## config.mk

```make
export PLATFORM = sky130hd
export DESIGN_NAME = stepped_shifter
export DESIGN_NICKNAME = d
export VERILOG_FILES = /design/src/rtl/shifter_pkg.sv /design/src/rtl/shift_ctrl.sv /design/src/rtl/shift_stage.sv /design/src/rtl/out_stage.sv /design/src/rtl/stepped_shifter.sv
export SDC_FILE = /design/constraint.sdc
export NUM_CORES = 1
export LEC_CHECK = 0
export BUFFER_PORTS_ARGS = -buffer_cell sky130_fd_sc_hd__buf_2
export CAP_MARGIN = 20
export CORE_MARGIN = 2
export CORE_UTILIZATION = 50
export CTS_BUF_LIST = sky130_fd_sc_hd__clkbuf_8
export DETAILED_ROUTE_END_ITERATION = 10
export GPL_ROUTABILITY_DRIVEN = 0
export PLACE_DENSITY = 0.86
export SYNTH_ARGS = -nofsm -noshare
export SYNTH_HDL_FRONTEND = slang
export SYNTH_SLANG_ARGS = --single-unit
```

## constraint.sdc

```tcl
create_clock -name clk -period 0.87 [get_ports clk]
set_input_delay 0.1305 -clock clk [delete_from_list [all_inputs] [get_ports clk]]
set_output_delay 0.1305 -clock clk [all_outputs]
set_load 0.02 [all_outputs]
```

## src/rtl/shifter_pkg.sv

```systemverilog
package shifter_pkg;

  typedef enum logic [1:0] {
    KIND_LOGIC  = 2'b00,
    KIND_ARITH  = 2'b01,
    KIND_ROTATE = 2'b10,
    KIND_SPARE  = 2'b11
  } shift_kind_e;

  // The spare code behaves as logical; only the two named codes change the fill.
  function automatic logic kind_is_rotate(input logic [1:0] k);
    return k == KIND_ROTATE;
  endfunction

  function automatic logic kind_is_arith(input logic [1:0] k);
    return k == KIND_ARITH;
  endfunction

  // Bit used to fill vacated places on a non-circular move.
  function automatic logic fill_value(input logic [1:0] k, input logic right, input logic sign);
    return kind_is_arith(k) & right & sign;
  endfunction

endpackage

```

## src/rtl/shift_ctrl.sv

```systemverilog
module shift_ctrl (
  input  logic [1:0] kind,
  input  logic       dir_right,
  input  logic       sign_bit,
  output logic       rotate_en,
  output logic       fill_bit
);
  import shifter_pkg::*;

  always_comb begin
    rotate_en = kind_is_rotate(kind);
    fill_bit  = fill_value(kind, dir_right, sign_bit);
  end

endmodule

```

## src/rtl/shift_stage.sv

```systemverilog
module shift_stage #(
  parameter int WIDTH = 8,
  parameter int DIST  = 1
) (
  input  logic [WIDTH-1:0] word_in,
  input  logic             en,
  input  logic             dir_right,
  input  logic             rotate_en,
  input  logic             fill_bit,
  output logic [WIDTH-1:0] word_out
);
  logic [DIST-1:0]  left_in_bits;
  logic [DIST-1:0]  right_in_bits;
  logic [WIDTH-1:0] moved_left;
  logic [WIDTH-1:0] moved_right;

  always_comb begin
    left_in_bits  = rotate_en ? word_in[WIDTH-1 -: DIST] : {DIST{1'b0}};
    right_in_bits = rotate_en ? word_in[DIST-1:0] : {DIST{fill_bit}};
    moved_left    = {word_in[WIDTH-1-DIST:0], left_in_bits};
    moved_right   = {right_in_bits, word_in[WIDTH-1:DIST]};
    if (!en)            word_out = word_in;
    else if (dir_right) word_out = moved_right;
    else                word_out = moved_left;
  end

endmodule

```

## src/rtl/out_stage.sv

```systemverilog
module out_stage #(
  parameter int WIDTH   = 8,
  parameter bit OUT_REG = 1'b1
) (
  input  logic             clk,
  input  logic             rst_n,
  input  logic [WIDTH-1:0] d,
  output logic [WIDTH-1:0] q
);
  generate
    if (OUT_REG) begin : g_reg
      always_ff @(posedge clk or negedge rst_n) begin
        if (!rst_n) q <= '0;
        else        q <= d;
      end
    end else begin : g_wire
      logic unused_ctl;
      assign unused_ctl = clk ^ rst_n;
      assign q = d;
    end
  endgenerate

endmodule

```

## src/rtl/stepped_shifter.sv

```systemverilog
module stepped_shifter #(
  parameter int WIDTH   = 8,
  parameter bit OUT_REG = 1'b1,
  localparam int AW     = $clog2(WIDTH)
) (
  input  logic             clk,
  input  logic             rst_n,
  input  logic [WIDTH-1:0] din,
  input  logic [AW-1:0]    amt,
  input  logic             dir_right,
  input  logic [1:0]       kind,
  output logic [WIDTH-1:0] dout
);
  localparam int STAGES = AW;

  logic             rotate_en;
  logic             fill_bit;
  logic [WIDTH-1:0] stage_word [0:STAGES];
  logic [WIDTH-1:0] comb_result;

  shift_ctrl u_ctrl (
    .kind      (kind),
    .dir_right (dir_right),
    .sign_bit  (din[WIDTH-1]),
    .rotate_en (rotate_en),
    .fill_bit  (fill_bit)
  );

  assign stage_word[0] = din;

  generate
    for (genvar k = 0; k < STAGES; k++) begin : g_stage
      shift_stage #(.WIDTH(WIDTH), .DIST(1 << k)) u_stage (
        .word_in   (stage_word[k]),
        .en        (amt[k]),
        .dir_right (dir_right),
        .rotate_en (rotate_en),
        .fill_bit  (fill_bit),
        .word_out  (stage_word[k+1])
      );
    end
  endgenerate

  assign comb_result = stage_word[STAGES];

  out_stage #(.WIDTH(WIDTH), .OUT_REG(OUT_REG)) u_out (
    .clk   (clk),
    .rst_n (rst_n),
    .d     (comb_result),
    .q     (dout)
  );

endmodule

```

==> results of run 1 <==
-- cell families after synthesis --
group,after synthesis,synth area share [%]
AND/OR/NAND/NOR,32,18.2
flip-flops,8,22.4
buffers and inverters,12,9.66
multiplexers,13,18.6
AO/OA/AOI/OAI,43,31.1
-- stage by stage --
stage	cells	setup WS, ps	setup TNS (ps)	utilization [%]
CTS	188	-103	-718	90.6
detailed placement	182	-551	-4060	73.1
global placement	182	-467	-3560	73.1
floorplan	108	-270	-1450	-
-- what timing repair did --
action / CTS
gates cloned: 1
pin swaps: 11
setup buffers: 1
hold buffers: 1
endpoints found under the setup margin: 14
resized for setup: 56
hold endpoints to repair: 8
==> results.txt, run 1 <==
The flow did not finish. The step where the flow halted is global routing (5_1_grt). The tool reported: "[ERROR DPL-0038] Utilization greater than 100%, impossible to legalize".

When the netlist entered floorplanning its net count stood at 124. Sorting the synthesized cells by area gives the leading types as dfrtp_1 (22%), mux2i_1 (9.0%), a21oi_1 (7.3%). The primary flip-flop cell chosen by synthesis mapping is dfrtp_1. Of all cell types, the one taking the most synthesized area is dfrtp_1. After global-route timing repair, the worst endpoint was u_out.q[4]$_DFF_PN0_/D.

The share of the Yosys chip area taken by registers is 22.4%. By count the netlist is led by a21oi_1 (13), nand2_1 (9), nor2_1 (9). After the last repair the worst path ends at a sequential cell input. Count of mapped cells out of synthesis: 108. Yosys mapped the design onto 37 distinct sky130hd cell types.

The number of synthesized register bits was 8; the share of flip-flops with an asynchronous set or reset after synthesis was 100%. The most common cell in the synthesized netlist is a21oi_1. The post-synthesis area per instance works out to 8.27 um2. TritonCTS created 3 clock buffers. After synthesis, the largest area contributor takes up 22.4% of total cell area. The synthesized netlist occupies a cell area of 893 um2. In this run, synthesis inferred 0 flip-flops with an integrated enable.

From bottom edge to top edge, the die measures 46.3 um. Once the floorplan was initialized, standard cells occupied 52.3% of the core. The H-tree depth is 1. The floorplan has 15 rows.

The cell sitting at the root of the clock tree is a clkbuf_8. Input and output buffers added on the ports amount to 23. 24 I/O pins were placed. The wire-length estimate of the detail-placed layout is 2250 um. For this design, the sink count on the clock tree is 8. The longest clock path from root to sink contains 2 buffers. The post-detailed-placement cell area is 1250 um2, and the largest net degree at the start of global routing is 13. The floorplan step set the die width to 46.3 um. Yosys printed 0 warnings.
==> inputs of run 2 (changes only) <==
--- a/config.mk
+++ b/config.mk
@@ -7,12 +7,11 @@
 export LEC_CHECK = 0
 export BUFFER_PORTS_ARGS = -buffer_cell sky130_fd_sc_hd__buf_2
 export CAP_MARGIN = 20
-export CORE_MARGIN = 2
-export CORE_UTILIZATION = 50
-export CTS_BUF_LIST = sky130_fd_sc_hd__clkbuf_8
+export CORE_AREA = 2 2 63 65
 export DETAILED_ROUTE_END_ITERATION = 10
+export DIE_AREA = 0 0 65 67
 export GPL_ROUTABILITY_DRIVEN = 0
-export PLACE_DENSITY = 0.86
+export PLACE_DENSITY_LB_ADDON = 0.15
 export SYNTH_ARGS = -nofsm -noshare
 export SYNTH_HDL_FRONTEND = slang
 export SYNTH_SLANG_ARGS = --single-unit
==> results.txt, run 2 <==
The number of nets in the finished design was 178; the sum of overflow across all layers after global routing was 0. For the count of mapped cells out of synthesis, the log shows 108 (unchanged). The tools report the worst path setup slack after routing as -128 ps. The final reports fail on setup timing. The tools report the area enclosed by the die boundary as 4360 um2. The worst setup path is launched from an input pin. Setup repair after global routing could not meet its margin everywhere. Summing internal, switching and leakage power gives 1760 uW. The tools report the number of detailed-route iterations in the first pass as 4. The tools report the library cell used as clock root buffer as clkbuf_8 (unchanged). Wires add up to 3130 um. The final number of max-transition violations was 0. Entering global routing, the biggest net connects 15 pins. TritonCTS sink count: 8 (unchanged). The run finished, with violations left. In the routed layout, each cell is associated on average with a via count of 5.12. The tools report the number of buffers between clock root and the deepest sink as 2 (unchanged). The number of synthesized register bits came out at 8 (unchanged).

The critical path is of the input pin to flip-flop type. The die span in x was 65 um (was 46.3 um). Area growth from synthesis to layout: 87.8%. For the initial antenna violation count, the log shows 0. The logs give 8 for the number of failing setup endpoints in the final timing report and 0 (unchanged) for the Yosys warning count. The register with the most flip-flops in the layout has 8 of them. The net switching power of the design is 585 uW, and the post-synthesis area per instance is 8.27 um2 (unchanged). Leaving out fill and tap cells, the most frequent cells in the layout are buf_4 (22), buf_6 (17), a21oi_2 (11), buf_2 (11), dfrtp_1 (8). The number of cell rows was 22 (was 15); the top-area cell type share of the netlist area was 22.4% (unchanged).

TritonCTS built the clock tree. The worst-margin pin slew was 315 ps. The largest fanout of any net on the critical path is 5.

The worst slack at placement is -563 ps (was -551 ps), and the period utilization is 115%. Post-synthesis net count: 124 (unchanged). Once detail routing completed, the nets flagged for antenna violations numbered 0. Cell internal power was estimated by the tool at 1170 uW.

Share of flip-flops with an asynchronous set or reset after synthesis: 100% (unchanged). The tools report the startpoint of the worst hold path as amt[2]. Static timing analysis puts the maximum clock frequency at 1.00 GHz. Net switching is 33.3% of the power. The starting density of the core was 24.8% (was 52.3%); the area inside the core boundary was 3610 um2. The global-route wire length before repair was 4730 um.

The top cell type by total area after synthesis was dfrtp_1 (unchanged). The hold violation total from the final report was 0; the final period demand of the worst path was 998 ps. The largest register by flop count was u_out.q. The H-tree depth is 1 (unchanged), and the share of post-route cells with drive strength above 1 is 63.1%. The die outline height was 67 um (was 46.3 um). The count of unique library cells instantiated by Yosys is 37 (unchanged), and the total of max-cap violations is 0.

The launch point of the critical path is amt[0]. Synth top cells by count: a21oi_1 (13), nand2_1 (9), nor2_1 (9) (unchanged). The run gives 1100 ps as the data arrival time of the critical path. The number of enable flip-flop cells after synthesis works out to 0 (unchanged).

The hold-critical path depth came out at 3. The detailed-placement wirelength estimate is 2280 um (was 2250 um). The number of global-route vias before repair is 1012, and the total routing resource utilization after global routing is 14.1%. The logs give 893 um2 (unchanged) for the post-synthesis instance area and 24 (unchanged) for the total I/O pin count. The primary flip-flop cell chosen by synthesis mapping is dfrtp_1 (unchanged). Dividing the detail-routed wire length by the instance count gives 15.0 um. The part of the power in registers is 24.7%, and the peak supply drop is 0.565 mV. The endpoint class of the critical path is a flip-flop. The clock network is responsible for 24.5% of the overall power. The share of total power dissipated in combinational logic is 50.8%. Number of antenna repair diodes: 0. Top post-synthesis cells by area: dfrtp_1 (22%), mux2i_1 (9.0%), a21oi_1 (7.3%) (unchanged). The library cell used most frequently in the layout, excluding fill and tap cells, is buf_4. The largest registers in the layout are u_out.q: 8 flops.

For this block, the initial DRC count from the detailed router was 44. Power spread over the standard cell area amounts to 1050 nW/um2. The count of buffers inserted at the top-level ports is 23 (unchanged). After clock tree synthesis, the clock-pin slew on the worst setup and hold paths is 40 ps. For this run, design rule violations remaining after detail routing come to 0.

The dominant cell by count in the synthesized netlist is a21oi_1 (unchanged). The run gives 970 ps as the data required time at the worst endpoint. Detailed routing inserted a total of 1065 vias.

The TritonCTS buffer count was 3 (unchanged). For the number of setup buffers added after CTS, the log shows 0 (was 1). The headroom to the max-slew limit was 78.4%; the part of the Yosys area used for sequential elements was 22.4% (unchanged). The run gives 0.000735 uW as the static leakage power. The tightest min-delay check is of the input pin to flip-flop type.
[run 2: cell counts after synthesis]
No cell type changed its count.
[run 2: cells by family (layout without fill, tap and decap cells)]
logic type | Yosys count | count (layout) | share of synthesized area [%]
multiplexers | 13 | 13 | 18.6
AO/OA/AOI/OAI | 43 | 43 | 31.1
flip-flops | 8 | 8 | 22.4
AND/OR/NAND/NOR | 32 | 32 | 18.2
buffers and inverters | 12 | 64 | 9.66
[run 2: metal layers]
layer	track usage, %	vias to the layer above	wire length, um
met2	24.6	23	1610
met1	18.0	521	1420
li1	-	519	-
met4	2.39	0	17
met5	0	-	0
met3	2.87	2	84
[run 2: final cells by class]
cell class | count | area, um2
fill | 341 | 1930
multi-input combinational | 88 | 830
timing repair buffer | 57 | 532
sequential | 8 | 200
tap | 48 | 60.1
clock buffer | 3 | 41.3
inverter | 4 | 15.0
[run 2: through the flow]
step	instance area [um2]	hold WS [ps]	instances	utilization (%)	setup TNS [ps]
3_5_place_dp	1290	-16.4	204	35.9	-4260
6_report	1680	273	208	46.5	-738
4_1_cts	1500	262	208	41.7	-796
5_1_grt	1680	263	208	46.5	-968
2_1_floorplan	938	-165	108	-	-1450
3_3_place_gp	1290	-25.0	204	35.9	-4230
[run 2: path summary, 6_finish.rpt]
check / to
min in group asynchronous: u_out.q[6]$_DFF_PN0_
hold / removal: u_out.q[0]$_DFF_PN0_
max in group asynchronous: u_out.q[5]$_DFF_PN0_
setup / recovery: u_out.q[7]$_DFF_PN0_
[run 2: repair_timing]
item,4_1_cts,5_1_grt
gates resized for setup,39,43
endpoints found under the hold margin,8,0
pin swaps,14,12
hold buffers,1,0
endpoints found under the setup margin,10,14
[run 2: worst max-delay path, cell delays in order]
cell and delay [ps]:
buf_12 90, mux4_2 520, o21ai_2 180, a21oi_2 50
a2bb2oi_2 130
[run 2: power groups by stage]
stage          Clock (uW)  Sequential, uW  Combinational, uW
2_1_floorplan           0             491                323
3_3_place_gp            0             430                665
3_5_place_dp            0             431                659
4_1_cts               444             429                762
5_1_grt               475             438                946
6_report              430             434                893
No activity file was read; power rests on OpenSTA's default activity.
